==> config.mk <==
export PLATFORM = sky130hd
export DESIGN_NAME = brc_unit
export DESIGN_NICKNAME = d
export VERILOG_FILES = /design/src/rtl/brc_pkg.sv /design/src/rtl/brc_cond_eval.sv /design/src/rtl/brc_target_add.sv /design/src/rtl/brc_ctrl_fsm.sv /design/src/rtl/brc_unit.sv
export SDC_FILE = /design/constraint.sdc
export NUM_CORES = 1
export LEC_CHECK = 0
export BUFFER_PORTS_ARGS = -buffer_cell sky130_fd_sc_hd__buf_2
export CAP_MARGIN = 20
export CORE_MARGIN = 3
export CORE_UTILIZATION = 49
export DETAILED_ROUTE_END_ITERATION = 12
export PLACE_DENSITY = 0.88
export SETUP_SLACK_MARGIN = 0.02
export SLEW_MARGIN = 0
export SYNTH_ARGS = -nofsm -noshare
export SYNTH_HDL_FRONTEND = slang
export SYNTH_HIERARCHICAL = 1
export SYNTH_SLANG_ARGS = --single-unit
==> constraint.sdc <==
create_clock -name clk -period 10.7 [get_ports clk]
set_clock_uncertainty 0.2 [all_clocks]
set_input_delay 3.21 -clock clk [delete_from_list [all_inputs] [get_ports clk]]
set_output_delay 3.21 -clock clk [all_outputs]
set_load 0.005 [all_outputs]
==> src/rtl/brc_pkg.sv <==
package brc_pkg;
    typedef enum logic [1:0] {
        BK_NONE = 2'b00,
        BK_EQZ  = 2'b01,
        BK_NEZ  = 2'b10,
        BK_RSVD = 2'b11
    } br_kind_e;

    typedef enum logic {
        ST_READY = 1'b0,
        ST_HOLD  = 1'b1
    } res_state_e;
endpackage

==> src/rtl/brc_cond_eval.sv <==
module brc_cond_eval
    import brc_pkg::*;
#(
    parameter int XLEN = 32
) (
    input  logic [1:0]      kind,
    input  logic [XLEN-1:0] opnd,
    output logic            is_branch,
    output logic            taken
);
    br_kind_e kind_e;
    logic     opnd_zero;

    assign kind_e    = br_kind_e'(kind);
    assign opnd_zero = (opnd == '0);

    always_comb begin
        is_branch = 1'b0;
        taken     = 1'b0;
        unique case (kind_e)
            BK_EQZ: begin
                is_branch = 1'b1;
                taken     = opnd_zero;
            end
            BK_NEZ: begin
                is_branch = 1'b1;
                taken     = !opnd_zero;
            end
            BK_NONE, BK_RSVD: begin
                is_branch = 1'b0;
                taken     = 1'b0;
            end
            default: begin
                is_branch = 1'b0;
                taken     = 1'b0;
            end
        endcase
    end
endmodule

==> src/rtl/brc_target_add.sv <==
module brc_target_add #(
    parameter int XLEN = 32,
    parameter int OFFW = 16
) (
    input  logic [XLEN-1:0] pc_inc,
    input  logic [OFFW-1:0] disp,
    output logic [XLEN-1:0] target
);
    localparam int EXTW = XLEN - OFFW;

    logic [XLEN-1:0] disp_ext;

    generate
        if (EXTW > 0) begin : g_sext
            assign disp_ext = {{EXTW{disp[OFFW-1]}}, disp};
        end else begin : g_direct
            assign disp_ext = disp[XLEN-1:0];
        end
    endgenerate

    assign target = pc_inc + disp_ext;
endmodule

==> src/rtl/brc_ctrl_fsm.sv <==
module brc_ctrl_fsm
    import brc_pkg::*;
(
    input  logic clk,
    input  logic rst_n,
    input  logic cancel_mode,
    input  logic dec_valid,
    input  logic is_branch,
    input  logic taken,
    input  logic hint_taken,
    input  logic opnd_hazard,
    output logic pc_sel,
    output logic squash,
    output logic stall
);
    res_state_e state_q, state_d;
    logic       br_live;

    assign br_live = dec_valid && is_branch;

    always_ff @(posedge clk or negedge rst_n) begin
        if (!rst_n) state_q <= ST_READY;
        else        state_q <= state_d;
    end

    always_comb begin
        state_d = state_q;
        pc_sel  = 1'b0;
        squash  = 1'b0;
        stall   = 1'b0;
        unique case (state_q)
            ST_READY: begin
                if (br_live && opnd_hazard) begin
                    stall   = 1'b1;
                    state_d = ST_HOLD;
                end else if (br_live) begin
                    pc_sel = taken;
                    squash = cancel_mode ? (taken != hint_taken) : taken;
                end
            end
            ST_HOLD: begin
                state_d = ST_READY;
                if (br_live) begin
                    pc_sel = taken;
                    squash = cancel_mode ? (taken != hint_taken) : taken;
                end
            end
            default: state_d = ST_READY;
        endcase
    end


    hold_one_cycle_chk: assert property (@(posedge clk) disable iff (!rst_n)
        stall |=> !stall);


    stall_no_redirect_chk: assert property (@(posedge clk) disable iff (!rst_n)
        stall |-> (!pc_sel && !squash));


    nonbranch_quiet_chk: assert property (@(posedge clk) disable iff (!rst_n)
        !br_live |-> (!pc_sel && !squash && !stall));


    flush_on_taken_chk: assert property (@(posedge clk) disable iff (!rst_n)
        (!cancel_mode && br_live && !stall) |-> (squash == taken));


    cancel_match_chk: assert property (@(posedge clk) disable iff (!rst_n)
        (cancel_mode && br_live && !stall && (taken == hint_taken)) |-> !squash);
endmodule

==> src/rtl/brc_unit.sv <==
module brc_unit
    import brc_pkg::*;
#(
    parameter int XLEN = 32,
    parameter int OFFW = 16
) (
    input  logic            clk,
    input  logic            rst_n,
    input  logic            cancel_mode,
    input  logic            dec_valid,
    input  logic [1:0]      br_kind,
    input  logic            hint_taken,
    input  logic            opnd_hazard,
    input  logic [XLEN-1:0] opnd_val,
    input  logic [OFFW-1:0] disp16,
    input  logic [XLEN-1:0] pc_inc,
    output logic            nxt_pc_sel,
    output logic [XLEN-1:0] br_target,
    output logic            slot_squash,
    output logic            dec_stall
);
    logic is_branch;
    logic taken;

    brc_cond_eval #(.XLEN(XLEN)) u_cond (
        .kind      (br_kind),
        .opnd      (opnd_val),
        .is_branch (is_branch),
        .taken     (taken)
    );

    brc_target_add #(.XLEN(XLEN), .OFFW(OFFW)) u_tadd (
        .pc_inc (pc_inc),
        .disp   (disp16),
        .target (br_target)
    );

    brc_ctrl_fsm u_fsm (
        .clk         (clk),
        .rst_n       (rst_n),
        .cancel_mode (cancel_mode),
        .dec_valid   (dec_valid),
        .is_branch   (is_branch),
        .taken       (taken),
        .hint_taken  (hint_taken),
        .opnd_hazard (opnd_hazard),
        .pc_sel      (nxt_pc_sel),
        .squash      (slot_squash),
        .stall       (dec_stall)
    );


    sel_needs_branch_chk: assert property (@(posedge clk) disable iff (!rst_n)
        nxt_pc_sel |-> (dec_valid && (br_kind == 2'b01 || br_kind == 2'b10)));
endmodule

Word-level counts from Yosys, hierarchy flattened
Index checks and enable logic that the tools add are counted.
{ "word_totals": {"register_bits": 1} }
{ "classes": {"add_sub_neg": 1, "eq_ne": 4, "muxes": 12, "bitwise_logic": 1, "reduce_logical": 7} }
{ "op_table": {"columns": ["cell", "n"], "rows": [
  ["adder 32 bit", 1],
  ["zero test 32 bit", 1],
  ["one-hot mux 1 bit (2 select lines)", 4],
  ["2-to-1 mux 1 bit", 7],
  ["equality test 2 bit, second input constant", 2],
  ["OR reduction 2 bit", 2],
  ["one-hot mux 1 bit (3 select lines)", 1],
  ["equality test 2 x 1 -> 1 bit, second input constant", 1],
  ["logical AND 1 bit", 2],
  ["zero test 2 bit", 1],
  ["zero test 1 bit", 1],
  ["!= test 1 bit", 1],
  ["inverter 1 bit", 1]
]} }

Longest topological paths before layout
Gate-level depths: netlist (run 1).
{ "depth": {"ltp_word": 8, "depth_mapped": 8, "mapped_depth_nobuf": 8} }

Cells and area by module
The synthesis (run 1) kept the hierarchy.
{ "modules_own_cells": {"columns": ["module", "instances", "cells_per_inst", "area_each_um2", "seq_area_each_um2"], "rows": [
  ["brc_target_add", 1, 279, 1941.9, 0.0],
  ["brc_cond_eval", 1, 18, 126.4, 0.0],
  ["brc_ctrl_fsm", 1, 8, 78.8, 25.0]
]} }

Least setup slack after synthesis (run 1)
No wires, ideal clock.
{ "synth_path": {"kind": "in2out", "from": "in pc_inc[0]", "to": "out br_target[30]", "arrival_time_ns": 4.942, "required_time_ns": 7.290, "slack_ns": 2.348, "path_stages": 8, "path_buffers": 0, "path_cell_list": "ha_1 > fa_1 > a211oi_1 > o21ai_1 > nand3_2 > a211oi_1 > nand3b_1 > a311oi_1"} }
{ "synth_via": {"elab_chain_cells": 1} }
{ "synth_lines": {"columns": ["item", "line_no", "text"], "rows": [
  ["from (decl)", "brc_unit.sv:16", "input logic [XLEN-1:0] pc_inc,"],
  ["adder 32 bit", "brc_target_add.sv:21", "assign target = pc_inc + disp_ext;"],
  ["to (decl)", "brc_unit.sv:18", "output logic [XLEN-1:0] br_target,"]
]} }
No other way between the ends.

Worst setup path after layout (run 1)
{ "layout_path": {"from": "in disp16[15]", "to": "out br_target[30]"} }
{ "layout_via": {"elab_chain_cells": 1} }
{ "layout_lines": {"columns": ["item", "line_no", "text"], "rows": [
  ["from (decl)", "brc_unit.sv:15", "input logic [OFFW-1:0] disp16,"],
  ["adder 32 bit", "brc_target_add.sv:21", null]
]} }
No other way between the ends.

==> key figures, run 1 <==
Status
  • Status: complete, no violations

Synthesis
  • Top_reg_cell synth: dfrtp_1
  • Synth Register Bits: 1
  • Asr flop ratio synth: 100%
  • Yosys warns: 6
  • Mapped Avg Cell Area: 7.04 sq um
  • Number of synthesized flops with an enable pin: 0
  • Syn Inst Count: 305
  • Sequential share of the synthesized area: 1.17%
  • Yosys cell types: 64
  • Net Count, Synth: 427
  • Ranking of synthesized cells by area: ha_1, a21oi_1, xnor2_1, nand2_1, o21ai_0
  • Area leader, netlist: ha_1
  • Post-Syn Area: approximately 0.0021 sq mm
  • Top cell type's share of synthesized area: ~19%

Worst setup path
  • Worst Setup End Kind: output port
  • Setup CP Type: in -> out
  • Worst path most repeated cell: buf_2
  • Max stage delay on crit path: between 0.4 and 0.5 ns
  • Worst path required time: 7.29 ns
  • Critical path startpoint category: primary input
  • R2r worst-path depth: 2
  • Worst R2R End: u_fsm/state_q
  • CP Max Fanout: 17
  • Delay-heaviest family, CP: compound AO/OA/AOI/OAI gates
  • FF-to-FF setup slack: ~9.7 ns
  • R2R Path Start: u_fsm/state_q
  • Critical Path AT: roughly 5.6 ns
  • CP cell instances: buf_2 > ha_1 > a21oi_1 > o2bb2ai_1 > o21ai_0 > nand3b_1 > a311oi_1 > buf_2
  • Slowest cell on the critical path: o21ai_0
  • Buffers and inverters on the worst path: 2

Min path
  • Cells on Worst Hold Path: 2
  • Worst Hold Class: reg -> reg
  • Hold worst-path end: u_fsm/state_q
  • Hold path start: u_fsm/state_q

STA
  • Slew Limit Fails: 0
  • Final hold violation count: 0
  • Slew @ Worst Pin: 0.556 ns
  • RSZ-0062 raised after global routing: no
  • Fmax: roughly 110 MHz
  • Setup TNS: 0 ns
  • Fin crit period: ~9.0 ns
  • Tcrit/Tclk final: 84.0%
  • Relative slew margins: 62.5%
  • Final setup viols: 0

Placed design
  • Placed instance area: ~0.0028 sq mm
  • HPWL after DPL: around 5500 um
  • Routability congestion estimate: between 0.9 and 1
  • Port bufs: 122

Final layout
  • Largest registers: u_fsm/state_q x1
  • Diodes inserted: 0
  • Biggest register: u_fsm/state_q
  • Final #Nets: 542
  • P&R area growth vs syn: 29.5%
  • Fillers: approximately 370
  • Final Cell Area: around 0.0028 sq mm
  • Max reg flops: 1
  • Ratio of cells with drive above 1 in the final layout: between 30 and 40%

Clock tree
  • Cts hold-fix bufs: 0
  • Post-cts gate resize count: 0
  • Clock transition at path regs: 0 ns
  • Setup repair bufs after CTS: 0
  • Worst skew pair latency: 0 ns

Routing
  • Total iterations of the first detailed-routing run: 4
  • Via count: 2744
  • Routed wire per std cell: around 14 um
  • Via density: 5.86
  • Final wirelength: roughly 6500 um
  • Drt first-iter violations: ~130
  • DRC: 0
  • Final ANT Viol Nets: 0

Floorplan
  • Initial Util: 52.2%
  • IO Pins: 123
  • Total die area: 0.00521 sq mm
  • Die width: 72.2 um
  • Die Ht: just over 70 um
  • Core footprint: slightly above 0.004 sq mm
  • Cell Rows: 23

Flow run
  • Max Cap Viol: 0

Global routing
  • Grt ovf: 0
  • Maximum number of pins on one net before global-route repair: 18
  • First-pass GRT wire length: 10700 um
  • All-Layer GR Usage: between 20% and 30%
  • Vias in the first global route: between 2000 and 3000
  • Initial antenna violation count: 0

Power
  • Pwr/cell area: approximately 63 mW/mm^2
  • Worst vdd ir: approximately 0.000036 V
  • Leakage: ~1.4 nW
[worst reg2reg max path: stages, from the launching register on]
cell,delay [ns]
dfrtp_1,0.34
nor2b_1,0.21
nor2b_1,0.19
[where the power goes]
| group | total, mW | internal (mW) | switching [mW] |
|---|---|---|---|
| clock | 0 | 0 | 0 |
| sequential | 0.00411 | 0.00405 | 0.0000619 |
| combinational | 0.172 | 0.0795 | 0.0923 |
| total | 0.176 | 0.0835 | 0.0923 |
[worst max-delay path by stage]
stage	from	to	slack, ns	cells after the start
floorplan	pc_inc[0]	br_target[30]	2.35	8
global placement	disp16[15]	br_target[30]	1.87	8
detailed placement	disp16[15]	br_target[30]	1.80	8
CTS	disp16[15]	br_target[30]	1.80	8
global route	disp16[15]	br_target[30]	1.46	8
finish	disp16[15]	br_target[30]	1.71	8
[per-layer routing]
metal	GRT usage, %	part of all wire, %	vias to the layer above
li1	-	-	1393
met1	31.7	43	1243
met2	42.6	50	106
met3	1.25	6.9	2
met4	1.88	0.22	0
met5	0	0	-
[synth_stat cells, drive strengths merged (3+ instances only)]
master,n
a21oi,39
ha,33
nand2,27
nor2,23
o21ai,21
xnor2,15
inv,12
a211oi,10
nor4,10
xor2,10
nand3,9
a21o,7
and3,6
nor2b,6
clkbuf,5
nand4,5
a31oi,4
and2,4
buf,4
nor3,4
or2,4
and4,3
o211ai,3
o21bai,3
o221ai,3
[per-stage QoR]
stage / worst slack [ns] / utilization, % / instances / hold slack, ns / power, mW
floorplan: 2.35 / - / 305 / 0.351 / 0.113
global placement: 1.87 / 67.6 / 468 / 0.353 / 0.172
CTS: 1.80 / 67.6 / 468 / 0.369 / 0.175
finish: 1.71 / 67.6 / 468 / 0.367 / 0.176
global route: 1.46 / 67.6 / 468 / 0.397 / 0.196
detailed placement: 1.80 / 67.6 / 468 / 0.367 / 0.174
[kinds of logic after synthesis]
group / Yosys count / synth area share (%)
adder cells (fa/ha/maj): 34 / 20.2
XOR/XNOR: 25 / 10.2
multiplexers: 3 / 1.46
AO/OA/AOI/OAI: 110 / 34.7
flip-flops: 1 / 1.17
AND/OR/NAND/NOR: 111 / 28.4
buffers and inverters: 21 / 3.90
[cell type report]
| cell class | count | area (sq um) | area share [%] |
|---|---|---|---|
| Inverter | 12 | 45.0 | 1.62 |
| Multi-Input combinational cell | 283 | 2040 | 73.3 |
| Sequential cell | 1 | 25.0 | 0.900 |
| Tap cell | 50 | 62.6 | 2.25 |
| Timing Repair Buffer | 122 | 611 | 22.0 |
[cells in the final DEF, fill, tap and decap left out, drive strengths merged, types with 7 or more instances in the layout]
cell / synthesis / final
nand3: 9 / 9
nor2: 23 / 23
xnor2: 15 / 15
xor2: 10 / 10
inv: 12 / 12
nand2: 27 / 27
a211oi: 10 / 10
buf: 4 / 122
a21o: 7 / 7
nor4: 10 / 10
o21ai: 21 / 21
ha: 33 / 33
a21oi: 39 / 39
No activity file was read; power rests on OpenSTA's default activity.
==> run 2, diff against run 1 <==
--- a/config.mk
+++ b/config.mk
@@ -5,12 +5,13 @@
 export SDC_FILE = /design/constraint.sdc
 export NUM_CORES = 1
 export LEC_CHECK = 0
+export ABC_AREA = 1
 export BUFFER_PORTS_ARGS = -buffer_cell sky130_fd_sc_hd__buf_2
 export CAP_MARGIN = 20
 export CORE_MARGIN = 3
-export CORE_UTILIZATION = 49
+export CORE_UTILIZATION = 44
 export DETAILED_ROUTE_END_ITERATION = 12
-export PLACE_DENSITY = 0.88
+export PLACE_DENSITY = 0.8
 export SETUP_SLACK_MARGIN = 0.02
 export SLEW_MARGIN = 0
 export SYNTH_ARGS = -nofsm -noshare
==> constraint.sdc (replaced) <==
create_clock -name clk -period 7.5 [get_ports clk]
set_clock_uncertainty 0.2 [all_clocks]
set_input_delay 2.25 -clock clk [delete_from_list [all_inputs] [get_ports clk]]
set_output_delay 2.25 -clock clk [all_outputs]
set_load 0.005 [all_outputs]
==> run 2 against run 1 <==
Cell count grew 58%. Synthesized cell count grew 79%. Global-route usage is essentially flat. Design area grew 18%. Total power grew 45%. Synthesized area grew 20%. Via count grew 29%. Utilization shrank 8.8 points. Wire length grew 22%. Worst hold slack lost 0.071 ns. Largest power group unchanged.
==> key figures, run 2 <==
Status
  • Status: complete, no violations

STA
  • Fmax: approximately 160 MHz
  • Tcrit/Tclk final: 85.4%
  • Final setup viols: 0
  • Final Worst Setup Slack: ~1.1 ns
  • Relative slew margins: between 70 and 80%
  • Slew Limit Fails: 0
  • Slew @ Worst Pin: 0.339 ns
  • Fin crit period: between 6 and 7 ns
  • Final hold violation count: 0
  • RSZ-0062 raised after global routing: no
  • Setup TNS: 0 ns

Synthesis
  • Asr flop ratio synth: 100%
  • Post-Syn Area: roughly 0.0026 sq mm
  • Area leader, netlist: nand2_1
  • Net Count, Synth: around 670
  • Mapped Avg Cell Area: approximately 4.7 sq um
  • Top_reg_cell synth: dfrtp_1
  • Top cell type's share of synthesized area: a little over a third
  • Synth Register Bits: 1
  • Most common cell in the netlist: nand2_1
  • Syn Inst Count: between 500 and 600
  • Most frequent cells after synthesis: nand2_1, inv_1, nor2_1
  • Yosys cell types: 19
  • Yosys warns: 6
  • Ranking of synthesized cells by area: nand2_1, inv_1, ha_1, nor2_1, xor2_1
  • Number of synthesized flops with an enable pin: 0
  • Sequential share of the synthesized area: less than 1%

Power
  • Pwr/cell area: around 80 mW/mm^2
  • Power share of the combinational group: a little over nine tenths
  • Clk network pwr share: 0%
  • Worst vdd ir: approximately 0.000036 V
  • Switching Fraction: a little under three fifths
  • Pint: around 110 uW
  • Net switching power: about 150 uW
  • Reg power frac: about 2.3%
  • Tot Pwr: 255 uW
  • Leakage: 2.32 nW

Routing
  • Via density: between 4 and 5
  • Routed wire per std cell: roughly 11 um
  • Drt first-iter violations: 190
  • Total iterations of the first detailed-routing run: 6
  • Via count: 3537
  • DRC: 0
  • Final wirelength: 7870 um
  • Final ANT Viol Nets: 0

Placed design
  • Port bufs: roughly 120
  • Routability congestion estimate: between 0.9 and 1
  • Dpl ws: approximately 1.1 ns
  • HPWL after DPL: 7220 um

Clock tree
  • Clock transition at path regs: 0 ns
  • Cts hold-fix bufs: 0
  • Worst skew pair latency: 0 ns
  • Post-cts gate resize count: 0
  • Setup repair bufs after CTS: 0

Final layout
  • Final #Nets: ~800
  • Ratio of cells with drive above 1 in the final layout: between 20% and 30%
  • Multi-input gate area: about 0.0021 sq mm
  • P&R area growth vs syn: 27.2%
  • Biggest register: u_fsm/state_q
  • Largest registers: u_fsm/state_q x1
  • Commonest non-fill, non-tap cell in the layout: nand2_1
  • Max reg flops: 1
  • Most frequent cells in the layout: nand2_1, buf_2, inv_1
  • Fillers: ~590
  • Diodes inserted: 0
  • Final Util: roughly 59%
  • Register area: 25.0 sq um

Global routing
  • Grt ovf: 0
  • Vias in the first global route: 3213
  • Initial antenna violation count: 0
  • First-pass GRT wire length: around 13000 um
  • All-Layer GR Usage: between 20% and 30%
  • Maximum number of pins on one net before global-route repair: 18

Floorplan
  • IO Pins: ~120
  • Total die area: just under 0.007 sq mm
  • Die Ht: a little over 80 um
  • Initial Util: a little under half
  • Core footprint: ~0.0056 sq mm
  • Die width: about 83 um
  • Cell Rows: 27

Worst setup path
  • R2r worst-path depth: 3
  • Critical path startpoint category: primary input
  • Worst Setup End Kind: output port
  • Critical Path AT: about 4.0 ns
  • CP Max Fanout: 4
  • Setup CP Type: in -> out
  • Worst path required time: 5.05 ns

Min path
  • Worst Hold Class: reg -> reg
  • Cells on Worst Hold Path: 3

Flow run
  • Max Cap Viol: 0
## run 2: changes by cell type after synthesis, sizes merged, moves of 10 or more
cell	before	now
nand2	27	249
nor4	10	0
o21ai	21	0
xnor2	15	1
inv	12	119
a21oi	39	21
nand3	9	27
nor2	23	65
a211oi	10	0
## run 2: through the flow
stage	hold WS, ns	area, sq um	instances
3_5_place_dp	0.302	3280	739
5_1_grt	0.326	3280	739
2_1_floorplan	0.294	2580	545
4_1_cts	0.303	3280	739
3_3_place_gp	0.288	3280	739
6_report	0.295	3280	739
## run 2: worst paths after layout
check | from | end | slack, ns
worst max register to register | u_fsm/state_q | u_fsm/state_q | 6.65
worst max-delay path | pc_inc[0] | br_target[28] | 1.09
min in group asynchronous | rst_n | u_fsm/state_q | 1.83
worst min-delay path | u_fsm/state_q | u_fsm/state_q | 0.30
max in group asynchronous | rst_n | u_fsm/state_q | 5.19
worst min register to register | u_fsm/state_q | u_fsm/state_q | 0.30
## run 2: logic make-up after synthesis
family / after synthesis / share of synthesized area [%]
AND/OR/NAND/NOR: 351 / 54.4
buffers and inverters: 119 / 17.3
adder cells (fa/ha/maj): 34 / 16.8
AO/OA/AOI/OAI: 24 / 5.10
XOR/XNOR: 16 / 5.44
flip-flops: 1 / 0.971
## run 2: cell type report
cell class              count  share of cell area, %
multi-input cells         425                   64.2
repair buffers            122                   18.6
inverters                 119                   13.6
well taps                  72                   2.75
flip-flops and latches      1                  0.763
## run 2: per-layer routing
layer | track usage (%) | vias up | share of wire (%)
met5 | 0 | - | 0
met4 | 1.14 | 0 | 0.85
met3 | 1.52 | 10 | 8.8
met2 | 45.1 | 136 | 48
met1 | 29.7 | 1523 | 42
li1 | - | 1868 | -
## run 2: power by group through the flow
stage / sequential, mW / combinational, mW / clock, mW
after global placement: 0.00582 / 0.244 / 0
after global routing: 0.00586 / 0.285 / 0
after detailed placement: 0.00583 / 0.248 / 0
after CTS: 0.00583 / 0.249 / 0
final: 0.00583 / 0.249 / 0
after floorplan: 0.00582 / 0.154 / 0
## run 2: worst max-delay path, cell delays in order
cell and delay [ns]:
buf_2 0.10, ha_1 0.23, fa_1 0.47, nand3_1 0.14, nand3_1 0.11, nand2_1 0.09, nand2_2 0.07, nand2_1 0.08
nand2_2 0.07, nand2_1 0.09, nand2_1 0.05, nand2_1 0.05, nand2_1 0.04, buf_2 0.12
